**config.mk**
```make
export PLATFORM = sky130hd
export DESIGN_NAME = serial_adder
export DESIGN_NICKNAME = d
export VERILOG_FILES = /design/src/rtl/serial_adder_pkg.sv /design/src/rtl/serial_adder_fa.sv /design/src/rtl/serial_adder_shreg.sv /design/src/rtl/serial_adder_ctrl.sv /design/src/rtl/serial_adder.sv
export SDC_FILE = /design/constraint.sdc
export NUM_CORES = 1
export LEC_CHECK = 0
export BUFFER_PORTS_ARGS = -buffer_cell sky130_fd_sc_hd__buf_4
export CAP_MARGIN = 20
export CORE_MARGIN = 4
export CORE_UTILIZATION = 35
export CTS_CLUSTER_SIZE = 10
export DETAILED_ROUTE_END_ITERATION = 6
export PLACE_DENSITY_LB_ADDON = 0.15
export SLEW_MARGIN = 20
export SYNTH_ARGS = -nofsm -noshare
export SYNTH_HDL_FRONTEND = slang
export SYNTH_SLANG_ARGS = --single-unit
```
**constraint.sdc**
```tcl
create_clock -name clk_i -period 2.2 [get_ports clk_i]
set_input_delay 0.44 -clock clk_i [delete_from_list [all_inputs] [get_ports clk_i]]
set_output_delay 0.44 -clock clk_i [all_outputs]
set_load 0.02 [all_outputs]
```
**src/rtl/serial_adder_pkg.sv**
```systemverilog
package serial_adder_pkg;
    typedef enum logic [1:0] {
        ST_IDLE  = 2'd0,
        ST_RUN   = 2'd1,
        ST_DONE  = 2'd2,
        ST_SPENT = 2'd3
    } sa_state_e;
endpackage

```
**src/rtl/serial_adder_fa.sv**
```systemverilog
module serial_adder_fa (
    input  logic x_i,
    input  logic y_i,
    input  logic cin_i,
    output logic sum_o,
    output logic cout_o
);
    always_comb begin
        sum_o  = x_i ^ y_i ^ cin_i;
        cout_o = (x_i & y_i) | (x_i & cin_i) | (y_i & cin_i);
    end
endmodule

```
**src/rtl/serial_adder_shreg.sv**
```systemverilog
module serial_adder_shreg #(
    parameter int WIDTH = 4
) (
    input  logic             clk_i,
    input  logic             rst_ni,
    input  logic             load_i,
    input  logic [WIDTH-1:0] par_i,
    input  logic             shift_i,
    input  logic             ser_i,
    output logic [WIDTH-1:0] q_o
);
    logic [WIDTH-1:0] q_q;

    always_ff @(posedge clk_i or negedge rst_ni) begin
        if (!rst_ni) begin
            q_q <= '0;
        end else if (load_i) begin
            q_q <= par_i;
        end else if (shift_i) begin
            q_q <= {ser_i, q_q[WIDTH-1:1]};
        end
    end

    assign q_o = q_q;

    assert_load_R1: assert property (@(posedge clk_i) disable iff (!rst_ni)
        load_i |=> q_o == $past(par_i));

    assert_hold_R6: assert property (@(posedge clk_i) disable iff (!rst_ni)
        (!load_i && !shift_i) |=> $stable(q_o));

    assert_serial_in_R5: assert property (@(posedge clk_i) disable iff (!rst_ni)
        (shift_i && !load_i) |=> q_o[WIDTH-1] == $past(ser_i));
endmodule

```
**src/rtl/serial_adder_ctrl.sv**
```systemverilog
module serial_adder_ctrl
    import serial_adder_pkg::*;
#(
    parameter int WIDTH = 4
) (
    input  logic clk_i,
    input  logic rst_ni,
    input  logic load_i,
    input  logic shift_i,
    output logic done_o
);
    localparam int CW = $clog2(WIDTH + 1);
    localparam logic [CW-1:0] LAST = CW'(WIDTH - 1);

    sa_state_e       state_q, state_d;
    logic [CW-1:0]   cnt_q, cnt_d;

    always_ff @(posedge clk_i or negedge rst_ni) begin
        if (!rst_ni) begin
            state_q <= ST_IDLE;
            cnt_q   <= '0;
        end else begin
            state_q <= state_d;
            cnt_q   <= cnt_d;
        end
    end

    always_comb begin
        state_d = state_q;
        cnt_d   = cnt_q;
        done_o  = 1'b0;
        unique case (state_q)
            ST_IDLE: begin
                if (load_i) begin
                    state_d = ST_RUN;
                    cnt_d   = '0;
                end
            end
            ST_RUN: begin
                if (load_i) begin
                    cnt_d = '0;
                end else if (shift_i) begin
                    if (cnt_q == LAST) begin
                        state_d = ST_DONE;
                    end
                    cnt_d = cnt_q + 1'b1;
                end
            end
            ST_DONE: begin
                done_o = 1'b1;
                if (load_i) begin
                    state_d = ST_RUN;
                    cnt_d   = '0;
                end else begin
                    state_d = ST_SPENT;
                end
            end
            ST_SPENT: begin
                if (load_i) begin
                    state_d = ST_RUN;
                    cnt_d   = '0;
                end
            end
            default: state_d = ST_IDLE;
        endcase
    end

    assert_done_single_R8: assert property (@(posedge clk_i) disable iff (!rst_ni)
        done_o |=> !done_o);

    assert_done_after_shift_R8: assert property (@(posedge clk_i) disable iff (!rst_ni)
        $rose(done_o) |-> $past(shift_i) && !$past(load_i));
endmodule

```
**src/rtl/serial_adder.sv**
```systemverilog
module serial_adder #(
    parameter int WIDTH = 4
) (
    input  logic             clk_i,
    input  logic             rst_ni,
    input  logic             load_i,
    input  logic [WIDTH-1:0] a_par_i,
    input  logic [WIDTH-1:0] b_par_i,
    input  logic             shift_i,
    input  logic             b_ser_i,
    output logic [WIDTH-1:0] acc_o,
    output logic             carry_o,
    output logic             done_o
);
    logic [WIDTH-1:0] acc_q;
    logic [WIDTH-1:0] addend_q;
    logic             sum_bit;
    logic             carry_next;
    logic             carry_q;

    serial_adder_fa u_fa (
        .x_i    (acc_q[0]),
        .y_i    (addend_q[0]),
        .cin_i  (carry_q),
        .sum_o  (sum_bit),
        .cout_o (carry_next)
    );

    serial_adder_shreg #(.WIDTH(WIDTH)) u_acc (
        .clk_i   (clk_i),
        .rst_ni  (rst_ni),
        .load_i  (load_i),
        .par_i   (a_par_i),
        .shift_i (shift_i),
        .ser_i   (sum_bit),
        .q_o     (acc_q)
    );

    serial_adder_shreg #(.WIDTH(WIDTH)) u_addend (
        .clk_i   (clk_i),
        .rst_ni  (rst_ni),
        .load_i  (load_i),
        .par_i   (b_par_i),
        .shift_i (shift_i),
        .ser_i   (b_ser_i),
        .q_o     (addend_q)
    );

    always_ff @(posedge clk_i or negedge rst_ni) begin
        if (!rst_ni) begin
            carry_q <= 1'b0;
        end else if (load_i) begin
            carry_q <= 1'b0;
        end else if (shift_i) begin
            carry_q <= carry_next;
        end
    end

    serial_adder_ctrl #(.WIDTH(WIDTH)) u_ctrl (
        .clk_i   (clk_i),
        .rst_ni  (rst_ni),
        .load_i  (load_i),
        .shift_i (shift_i),
        .done_o  (done_o)
    );

    assign acc_o   = acc_q;
    assign carry_o = carry_q;

    assert_carry_clear_R1: assert property (@(posedge clk_i) disable iff (!rst_ni)
        load_i |=> !carry_o);

    assert_sum_bit_R3: assert property (@(posedge clk_i) disable iff (!rst_ni)
        (shift_i && !load_i) |=>
            acc_o[WIDTH-1] == ($past(acc_q[0]) ^ $past(addend_q[0]) ^ $past(carry_q)));

    assert_carry_maj_R4: assert property (@(posedge clk_i) disable iff (!rst_ni)
        (shift_i && !load_i) |=>
            carry_o == (($past(acc_q[0]) + $past(addend_q[0]) + $past(carry_q)) >= 2'd2));

    assert_stall_carry_R6: assert property (@(posedge clk_i) disable iff (!rst_ni)
        (!shift_i && !load_i) |=> $stable(carry_o));
endmodule

```
# After elaboration in Yosys (flattened, before gate mapping)
# Index checks and enable logic that the tools add are counted.
# W data, S select, Z words.
# op_classes
n_addsub	1
n_eq_ne	10
muxes	17
bitwise_logic	7
reduce_logical	6
# ops
op	count
$mux W4	4
$mux W2	5
$mux W3	3
$ne A2 B1 Y1 const B	3
$pmux W2 S3	1
$pmux W3 S2	1
$eq A2 B2 Y1 const B	2
$ne A2 B2 Y1 const B	2
$reduce_and A4 Y1	1
$add A3 B1 Y3 const B	1
$and A1 B1 Y1	3
$eq A3 B2 Y1 const B	1
$mux W1	3
$ne A3 B3 Y1 const B	1
$reduce_or A3 Y1	1
$eq A2 B1 Y1 const B	1
$logic_not A2 Y1	1
$or A1 B1 Y1	2
$reduce_and A2 Y1	1
$reduce_bool A2 Y1	1
$reduce_or A2 Y1	1
$xor A1 B1 Y1	2
# totals
ff_bits	14
inputBits	13
output_inout_bits	6
word_cells	46

# Logic depth before layout (Yosys ltp)
# Gate-level depths: netlist (run 1).
# depth
depth_word	5
mapped_depth	5
ltp_nobuf	5

# Modules after synthesis
# Synthesis (run 1) repeated with hierarchy kept, for this count alone.
# hier_totals
cells_unflattened	69
area_unflattened_um2	740.7
# by_module_without_submodules
mod	instances	cells_each	area_each_um2	seq_area_each_um2
serial_adder_shreg	2	17	186.4	100.1
serial_adder_ctrl	1	31	309.0	125.1
serial_adder	1	3	38.8	25.0
serial_adder_fa	1	1	20.0	0.0

# Worst setup path before layout (run 1)
# Ideal clock, no wire load.
# synth_timing
path_kind	reg2reg
startpoint	register carry_q (netlist: carry_o)
endpoint	register u_acc.q_q[3] (netlist: u_acc.q_o[3])
setup_ns	0.127
arrival_ns	1.267
required_ns	2.073
path_slack_ns	0.805
path_stages_with_launch	6
n_path_buf	0
synth_period_minus_slack_ns	1.395
path_cell_list	dfrtp_1 inv_1 fa_1 inv_1 mux2i_1 o21ai_0
# synth_via
elab_chain_len	3
# synth_rtl
element	line_no	source
from (decl)	serial_adder.sv:19	logic carry_q;
from (signal assigned)	serial_adder.sv:55	carry_q <= carry_next;
$xor A1 B1 Y1	serial_adder_fa.sv:9	sum_o = x_i ^ y_i ^ cin_i;
$mux W4	serial_adder_shreg.sv:19	end else if (shift_i) begin
$mux W4	serial_adder_shreg.sv:17	end else if (load_i) begin
to (signal assigned)	serial_adder_shreg.sv:18	q_q <= par_i;
to (signal assigned)	serial_adder_shreg.sv:20	q_q <= {ser_i, q_q[WIDTH-1:1]};
to (decl)	serial_adder_shreg.sv:12	logic [WIDTH-1:0] q_q;
# No other way between the ends. The select of a mux whose other input is x is not followed.
# A chain may end at the register's enable or synchronous reset.

# Worst setup path after layout (run 1)
# layout_timing
startpoint	register u_ctrl.state_q[0]
endpoint	output done_o
# layout_via
elab_chain_len	2
# layout_rtl
element	line_no	source
from (decl)	serial_adder_ctrl.sv:15	sa_state_e state_q, state_d;
from (signal assigned)	serial_adder_ctrl.sv:23	state_q <= state_d;
$eq A2 B2 Y1	serial_adder_ctrl.sv:32	unique case (state_q)
$mux W1	serial_adder_ctrl.sv:32	
to (decl)	serial_adder.sv:13	output logic done_o
# No other way between the ends.

==> flow_metrics.env, run 1 <==
export IMPL_outcome="completed"
export IMPL_p_leak_nw=0.478
export IMPL_crit_type="register to output pin"
export IMPL_arrival_ps=1110
export IMPL_grt_overflow_total=0
export IMPL_dieArea_mm2=0.00301
export IMPL_timing_final_crit_share_pct=70.3
export IMPL_syn2layout_area_growth_pct=23.0
export IMPL_drv_slew=0
export IMPL_skew_ps=2.88
export IMPL_numPortBuffers=18
export IMPL_relSlewSlack_pct=74.9
export IMPL_post_cts_buffers=0
export IMPL_dr_pass1_iters=4
export IMPL_die_y_um=54.9
export IMPL_p_per_area_mw_per_mm2=778
export IMPL_required_ps=1760
export IMPL_ant_nets=0
export IMPL_drc=0
export IMPL_reg2reg_depth=5
export IMPL_synth_top_area_share_pct=45.6
export IMPL_max_clock_path_buffers=2
export IMPL_grt_pass1_wl_um=2590
export IMPL_cts_tree="done"
export IMPL_cts_resized=0
export IMPL_post_synth_top_count_cell="dfrtp_1"
export IMPL_synth_nets=94
export IMPL_ys_seq_area_share_pct=45.6
export IMPL_vias=576
export IMPL_nets=114
export IMPL_antenna_found_initial=0
export IMPL_max_freq_ghz=0.647
export IMPL_setup_tns_ps=0
export IMPL_root_buffer="clkbuf_4"
export IMPL_r2r_start="u_ctrl.state_q[1]"
export IMPL_ir_drop_uv=391
export IMPL_holdWs_ps=358
export IMPL_via_per_inst=4.80
export IMPL_wl_um=1520
export IMPL_clkTransAtPathRegs_ps=80
export IMPL_ios=19
export IMPL_finalCriticalPeriod_ps=1550
export IMPL_wl_per_cell_um=12.7
export IMPL_drv_cap=0
export IMPL_setup_viol=0
export IMPL_htree_levels=1
export IMPL_r2r_end="u_ctrl.cnt_q[0]"
export IMPL_multiInputGateArea_um2=363
export IMPL_gp_congestion=0.754
export IMPL_path_max_fanout=3
export IMPL_ys_flop_type="dfrtp_1"
export IMPL_clkSinkCount=14
export IMPL_num_antenna_cells=0
export IMPL_core_mm2=0.00202
export IMPL_synthArstFlopShare_pct=100
export IMPL_dp_hpwl_um=1070
export IMPL_clk_insertion_delay_late_ps=290
export IMPL_synth_cell_types=20
export IMPL_crit_path_start_kind="register"
export IMPL_hold_viol=0
export IMPL_rsz0062_at_grt="false"
export IMPL_critical_path_startpoint="u_ctrl.state_q[0]"
export IMPL_syn_area_um2=768
export IMPL_drtIter0Drc=3
export IMPL_synthCells=75
export IMPL_cp_endpoint="done_o"
export IMPL_cp_end_kind="output pin"
export IMPL_rows=16
export IMPL_hold_class="input port to register"
export IMPL_cts_buffers=3
export IMPL_r2r_setup_slack_ps=820
export IMPL_ys_ff_latch=14
export IMPL_fp_dieW_um=54.9
export IMPL_synth_common_cells="14 x dfrtp_1, 11 x nand2_1, 9 x mux2i_1, 9 x o21ai_0, 8 x inv_1"
export IMPL_yosys_warnings=0
export IMPL_grt_max_degree=24
export IMPL_max_slew_worst_pin_slew_ps=372
export IMPL_start_util_pct=38.0
export IMPL_grt_usage_pct=13.0
export IMPL_drive_gt1_share_pct=24.7
export IMPL_synthTopCellsByArea="dfrtp_1 46%, mux2i_1 12%, ha_1 8.1%, o21ai_0 5.9%, nand2_1 5.4%"
export IMPL_seq_area_um2=350
export IMPL_syn_avg_cell_area_um2=10.2
export IMPL_synth_edf_count=0
export IMPL_fillers=200
export IMPL_grt_pass1_vias=568
export IMPL_synth_top_area_cell="dfrtp_1"
how the worst min path moves through the flow:
stage | start | endpoint | slack (ps) | cells after the start
floorplan | rst_ni | carry_o | 140 | 0
global placement | rst_ni | u_addend.q_o[0] | 300 | 1
detailed placement | rst_ni | u_acc.q_o[0] | 300 | 1
CTS | a_par_i[2] | u_acc.q_o[2] | 350 | 3
global route | a_par_i[1] | u_acc.q_o[1] | 370 | 3
finish | a_par_i[2] | u_acc.q_o[2] | 360 | 3
cell type report:
type | instances | area share, %
well taps | 27 | 3.58
inverters | 8 | 3.18
flip-flops and latches | 14 | 37.1
repair buffers | 19 | 15.4
clock buffers | 3 | 2.38
multi-input cells | 49 | 38.4
flip-flops by register name, summed over array words and instances, names as in the netlist:
register / count
u_acc.q_o: 4
u_addend.q_o: 4
u_ctrl.cnt_q: 3
u_ctrl.state_q: 2
carry_o: 1
layer usage:
| metal | vias up | part of all wire (%) | track usage (%) |
|---|---|---|---|
| met4 | 0 | 3.3 | 9.96 |
| met5 | - | 0 | 0 |
| met2 | 11 | 47 | 19.7 |
| li1 | 289 | - | - |
| met1 | 272 | 45 | 15.7 |
| met3 | 4 | 5.2 | 3.27 |
repair_timing:
action | 4_1_cts | 5_1_grt
hold endpoints to repair | 14 | 0
hold buffers | 1 | 0
setup endpoints to repair | 0 | 0
layout by cell type (no fill, tap or decap), types with 2 or more instances in the layout:
cell type and count:
o21ai_0 9, buf_4 18, nand2_1 11, ha_1 5, inv_1 8, nor2_1 2
a211oi_1 3, dfrtp_1 14, mux2i_1 9, clkbuf_4 3
per-stage QoR:
stage | setup WS [ps] | cell area [um2] | utilization [%] | power, mW | std cells
2_1_floorplan | 805 | 768 | - | 0.520 | 75
3_3_place_gp | 832 | 912 | 45.1 | 0.586 | 116
3_5_place_dp | 821 | 912 | 45.1 | 0.591 | 116
4_1_cts | 638 | 945 | 46.7 | 0.747 | 120
5_1_grt | 575 | 945 | 46.7 | 0.796 | 120
6_report | 654 | 945 | 46.7 | 0.734 | 120
critical path: stages, from the launching register on:
cell and delay (ps):
dfrtp_1 380, inv_1 80, ha_1 210, buf_4 160
power by group:
| part | switching, mW | internal (mW) |
|---|---|---|
| clock network | 0.0861 | 0.0637 |
| logic | 0.122 | 0.127 |
| registers | 0.0314 | 0.305 |
| total | 0.240 | 0.495 |
cell families (layout without fill, tap and decap cells):
| logic type | after synthesis | after routing | share of synthesized area, % |
|---|---|---|---|
| compound gates | 15 | 15 | 11.7 |
| buf+inv | 12 | 30 | 7.17 |
| fa+ha+maj | 6 | 6 | 10.7 |
| mux | 10 | 10 | 13.7 |
| flops | 14 | 14 | 45.6 |
| simple gates | 18 | 18 | 11.1 |
No activity file was read; power rests on OpenSTA's default activity.
==> run 2, diff against run 1 <==
==> constraint.sdc (replaced) <==
create_clock -name clk_i -period 1.4 [get_ports clk_i]
set_input_delay 0.28 -clock clk_i [delete_from_list [all_inputs] [get_ports clk_i]]
set_output_delay 0.28 -clock clk_i [all_outputs]
set_load 0.02 [all_outputs]
==> flow_metrics.env, run 2 (synthesized netlist as in run 1, its figures left out) <==
export IMPL_crit_chain="inv_2 -> ha_2 -> buf_6"
export IMPL_fin_area_mm2=0.00100
export IMPL_fin_ws_ps=45.3
export IMPL_ios=19
export IMPL_drtIter0Drc=18
export IMPL_core_mm2=0.00202
export IMPL_finalCriticalPeriod_ps=1350
export IMPL_die_y_um=54.9
export IMPL_numPortBuffers=18
export IMPL_worstHoldPathCells=3
export IMPL_slowest_delay_ps=410
export IMPL_max_freq_ghz=0.738
export IMPL_r2r_start="carry_o"
export IMPL_seq_area_um2=350
export IMPL_wl_met1_um=707
export IMPL_setup_viol=0
export IMPL_relSlewSlack_pct=83.2
export IMPL_holdWs_ps=195
export IMPL_crit_path_start_kind="register"
export IMPL_gp_congestion=0.683
export IMPL_cts_tree="done"
export IMPL_hold_viol=0
export IMPL_grt_overflow_total=0
export IMPL_htree_levels=1
export IMPL_multiInputGateArea_um2=365
export IMPL_ant_nets=0
export IMPL_dp_hpwl_um=1110
export IMPL_crit_type="register to output pin"
export IMPL_drv_slew=0
export IMPL_max_slew_worst_pin_slew_ps=248
export IMPL_dieArea_mm2=0.00301
export IMPL_hold_path_end="u_acc.q_o[2]"
export IMPL_hold_start="a_par_i[2]"
export IMPL_r2r_setup_slack_ps=60
export IMPL_reg2reg_depth=5
export IMPL_clk_insertion_delay_late_ps=280
export IMPL_drive_gt1_share_pct=31.3
export IMPL_cp_end_kind="output pin"
export IMPL_top_layer_used="met4"
export IMPL_power_mw=1.25
export IMPL_required_ps=1120
export IMPL_r2r_end="u_acc.q_o[3]"
export IMPL_arrival_ps=1070
export IMPL_fillers=188
export IMPL_nets=119
export IMPL_start_util_pct=38.0
export IMPL_slowest_stage="dfrtp_1"
export IMPL_hold_class="input port to register"
export IMPL_clkSinkCount=14
export IMPL_grt_pass1_wl_um=2400
export IMPL_rsz0062_at_grt="true"
export IMPL_layout_common_cells="22 x buf_4, 14 x dfrtp_1, 11 x nand2_1"
export IMPL_dr_pass1_iters=4
export IMPL_root_buffer="clkbuf_4"
export IMPL_grt_max_degree=24
export IMPL_syn2layout_area_growth_pct=30.5
export IMPL_p_leak_nw=0.507
export IMPL_grt_pass1_vias=564
export IMPL_place_worst_setup_slack_ps=41.2
export IMPL_wl_met2_um=670
export IMPL_p_per_area_mw_per_mm2=1250
export IMPL_skew_ps=3.62
export IMPL_grt_usage_pct=12.2
export IMPL_met3_length_um=66
export IMPL_drc=0
export IMPL_drv_cap=0
export IMPL_antenna_found_initial=0
export IMPL_vias=575
export IMPL_wl_um=1500
export IMPL_dpl_cell_area_um2=927
export IMPL_num_antenna_cells=0
export IMPL_outcome="completed"
export IMPL_ir_drop_uv=487
export IMPL_max_clock_path_buffers=2
export IMPL_path_max_fanout=3
export IMPL_fp_dieW_um=54.9
export IMPL_timing_final_crit_share_pct=96.8
export IMPL_rows=16
export IMPL_clkTransAtPathRegs_ps=90
export IMPL_cts_buffers=3
export IMPL_wl_per_cell_um=11.9
export IMPL_final_common_cell="buf_4"
export IMPL_via_per_inst=4.56
-- run 2: cell types whose count changed in the layout (fill, tap and decap cells not counted), sizes merged --
| cell | before | now |
|---|---|---|
| buf | 18 | 23 |
| clkbuf | 3 | 4 |
-- run 2: layout make-up --
class | instances | share of cell area [%]
multi-input combinational | 49 | 36.5
inverter | 8 | 3.00
tap | 27 | 3.37
clock buffer | 4 | 3.62
sequential | 14 | 35.0
timing repair buffer | 24 | 18.6
-- run 2: worst max-delay path by stage --
stage	from	slack (ps)	endpoint
2_1_floorplan	carry_o	5	u_acc.q_o[3]
3_3_place_gp	carry_o	80	u_acc.q_o[3]
3_5_place_dp	carry_o	40	u_acc.q_o[3]
4_1_cts	u_ctrl.state_q[0]	6	done_o
5_1_grt	carry_o	-2	u_acc.q_o[3]
6_report	u_ctrl.state_q[0]	50	done_o
-- run 2: power breakdown --
group	internal (mW)	switching, mW
sequential	0.478	0.0521
combinational	0.225	0.198
clock	0.158	0.138
total	0.862	0.388
-- run 2: metal layers --
layer | vias to the layer above | global-route usage (%)
met5 | - | 0
met4 | 0 | 11.2
met3 | 5 | 2.45
met2 | 11 | 18.7
met1 | 260 | 14.2
li1 | 299 | -
-- run 2: metrics by stage --
step,instances,TNS [ps],util [%]
floorplan,75,0,-
global placement,118,0,45.9
detailed placement,118,0,45.9
CTS,124,0,48.5
global route,126,-3.28,49.6
finish,126,0,49.6
-- run 2: what timing repair did --
| item | in CTS | in global routing |
|---|---|---|
| setup endpoints to repair | 1 | 4 |
| gates resized for setup | 0 | 4 |
| buffers inserted | 1 | 2 |
| hold endpoints to repair | 14 | 0 |
| hold buffers | 1 | 0 |
-- run 2: critical path: cells and delay by family (launching register included) --
family / cells / cell delay (ps)
buffers and inverters: 2 / 200
flip-flops: 1 / 410
adder cells (fa/ha/maj): 1 / 180
==> run 3, diff against run 2 <==
--- a/config.mk
+++ b/config.mk
@@ -5,12 +5,12 @@
 export SDC_FILE = /design/constraint.sdc
 export NUM_CORES = 1
 export LEC_CHECK = 0
-export BUFFER_PORTS_ARGS = -buffer_cell sky130_fd_sc_hd__buf_4
-export CAP_MARGIN = 20
+export CAP_MARGIN = 10
 export CORE_MARGIN = 4
 export CORE_UTILIZATION = 35
 export CTS_CLUSTER_SIZE = 10
 export DETAILED_ROUTE_END_ITERATION = 6
+export DONT_BUFFER_PORTS = 1
 export PLACE_DENSITY_LB_ADDON = 0.15
 export SLEW_MARGIN = 20
 export SYNTH_ARGS = -nofsm -noshare
==> flow_metrics.env, run 3 (synthesized netlist as in run 1, its figures left out) <==
export IMPL_cts_tree="done"
export IMPL_p_leak_nw=0.404
export IMPL_grt_pass1_vias=549
export IMPL_r2r_setup_slack_ps=90
export IMPL_drtIter0Drc=4
export IMPL_ir_drop_uv=586
export IMPL_skew_ps=5.24
export IMPL_nets=99
export IMPL_syn2layout_area_growth_pct=9.45
export IMPL_hold_class="input port to register"
export IMPL_timing_final_crit_share_pct=93.7
export IMPL_wl_um=1500
export IMPL_clkSinkCount=14
export IMPL_rows=16
export IMPL_finalCriticalPeriod_ps=1310
export IMPL_ios=19
export IMPL_wl_met2_um=711
export IMPL_crit_path_start_kind="register"
export IMPL_arrival_ps=1030
export IMPL_via_per_inst=5.13
export IMPL_rsz0062_at_grt="false"
export IMPL_fp_dieW_um=54.9
export IMPL_dr_pass1_iters=2
export IMPL_r2r_end="u_ctrl.cnt_q[0]"
export IMPL_drc=0
export IMPL_cp_endpoint="done_o"
export IMPL_die_y_um=54.9
export IMPL_required_ps=1120
export IMPL_critical_path_startpoint="u_ctrl.state_q[0]"
export IMPL_drv_slew=0
export IMPL_wl_met1_um=679
export IMPL_reg2reg_depth=5
export IMPL_p_per_area_mw_per_mm2=1330
export IMPL_drive_gt1_share_pct=12.8
export IMPL_r2r_start="u_ctrl.state_q[1]"
export IMPL_start_util_pct=38.0
export IMPL_grt_overflow_total=0
export IMPL_dieArea_mm2=0.00301
export IMPL_setup_tns_ps=0
export IMPL_drv_cap=0
export IMPL_path_max_fanout=3
export IMPL_root_buffer="clkbuf_4"
export IMPL_htree_levels=1
export IMPL_hold_viol=0
export IMPL_final_common_cell="dfrtp_1"
export IMPL_max_slew_worst_pin_slew_ps=673
export IMPL_max_freq_ghz=0.762
export IMPL_numPortBuffers=0
export IMPL_core_mm2=0.00202
export IMPL_grt_usage_pct=12.8
export IMPL_max_clock_path_buffers=2
export IMPL_outcome="completed"
export IMPL_relSlewSlack_pct=55.0
export IMPL_setup_viol=0
export IMPL_gp_congestion=0.698
export IMPL_grt_max_degree=24
export IMPL_cp_end_kind="output pin"
export IMPL_met3_length_um=91
export IMPL_crit_type="register to output pin"
export IMPL_clk_insertion_delay_late_ps=280
export IMPL_clkTransAtPathRegs_ps=80
export IMPL_layout_common_cells="14 x dfrtp_1, 11 x nand2_1, 9 x o21ai_0, 9 x mux2i_1, 8 x inv_1"
export IMPL_dp_hpwl_um=1080
export IMPL_vias=539
export IMPL_worstHoldPathCells=1
export IMPL_cts_buffers=3
export IMPL_antenna_found_initial=0
export IMPL_wl_per_cell_um=14.3
export IMPL_ant_nets=0
export IMPL_power_mw=1.12
export IMPL_fillers=196
export IMPL_top_layer_used="met4"
export IMPL_num_antenna_cells=0
export IMPL_grt_pass1_wl_um=2530
-- run 3: cell count changes in the layout (fill, tap and decap cells not counted) --
cell,previous run,this run
o311ai_0,0,1
o311ai_1,1,0
inv_2,1,0
inv_1,7,8
buf_6,1,0
nor4b_2,0,1
nor4b_1,1,0
clkbuf_8,1,0
buf_4,22,3
-- run 3: how the worst min path moves through the flow --
stage                           end   start  slack [ps]
CTS                 u_ctrl.cnt_q[2]  load_i          50
global placement    u_addend.q_o[0]  rst_ni         -20
global route        u_ctrl.cnt_q[2]  load_i          30
finish              u_ctrl.cnt_q[2]  load_i          60
detailed placement  u_addend.q_o[0]  rst_ni         -20
floorplan                   carry_o  rst_ni         -20
-- run 3: critical path: stages, from the launching register on --
cell and delay [ps]:
dfrtp_1 410, inv_1 100, ha_2 250
-- run 3: what timing repair did --
item	in CTS	in global routing
hold buffers	1	0
gates resized for setup	0	2
setup endpoints to repair	0	2
buffers inserted	0	0
hold endpoints to repair	14	0
-- run 3: layout make-up --
cell class | instances | area [um2] | share of cell area (%)
clock buffers | 3 | 22.5 | 2.68
inverters | 8 | 30.0 | 3.57
multi-input cells | 49 | 372 | 44.2
flip-flops and latches | 14 | 350 | 41.7
well taps | 27 | 33.8 | 4.02
repair buffers | 4 | 32.5 | 3.87
-- run 3: report_power, final --
part	internal [mW]	switching, mW
registers	0.478	0.0658
clock network	0.0996	0.126
logic	0.187	0.165
total	0.765	0.357
-- run 3: metal layers --
| layer | track usage (%) | vias up |
|---|---|---|
| li1 | - | 262 |
| met2 | 19.7 | 12 |
| met3 | 6.81 | 2 |
| met5 | 0 | - |
| met4 | 6.22 | 0 |
| met1 | 14.4 | 263 |
-- run 3: through the flow --
stage	utilization, %	setup slack (ps)	instance area (um2)	instances	hold WS (ps)
final	41.6	88.1	841	105	55.3
after global routing	41.6	15.8	841	105	31.2
after CTS	41.2	32.7	832	105	49.6
after detailed placement	39.5	60.0	800	101	-15.2
after global placement	39.5	122	800	101	-15.2
after floorplan	-	5.39	768	75	-15.6
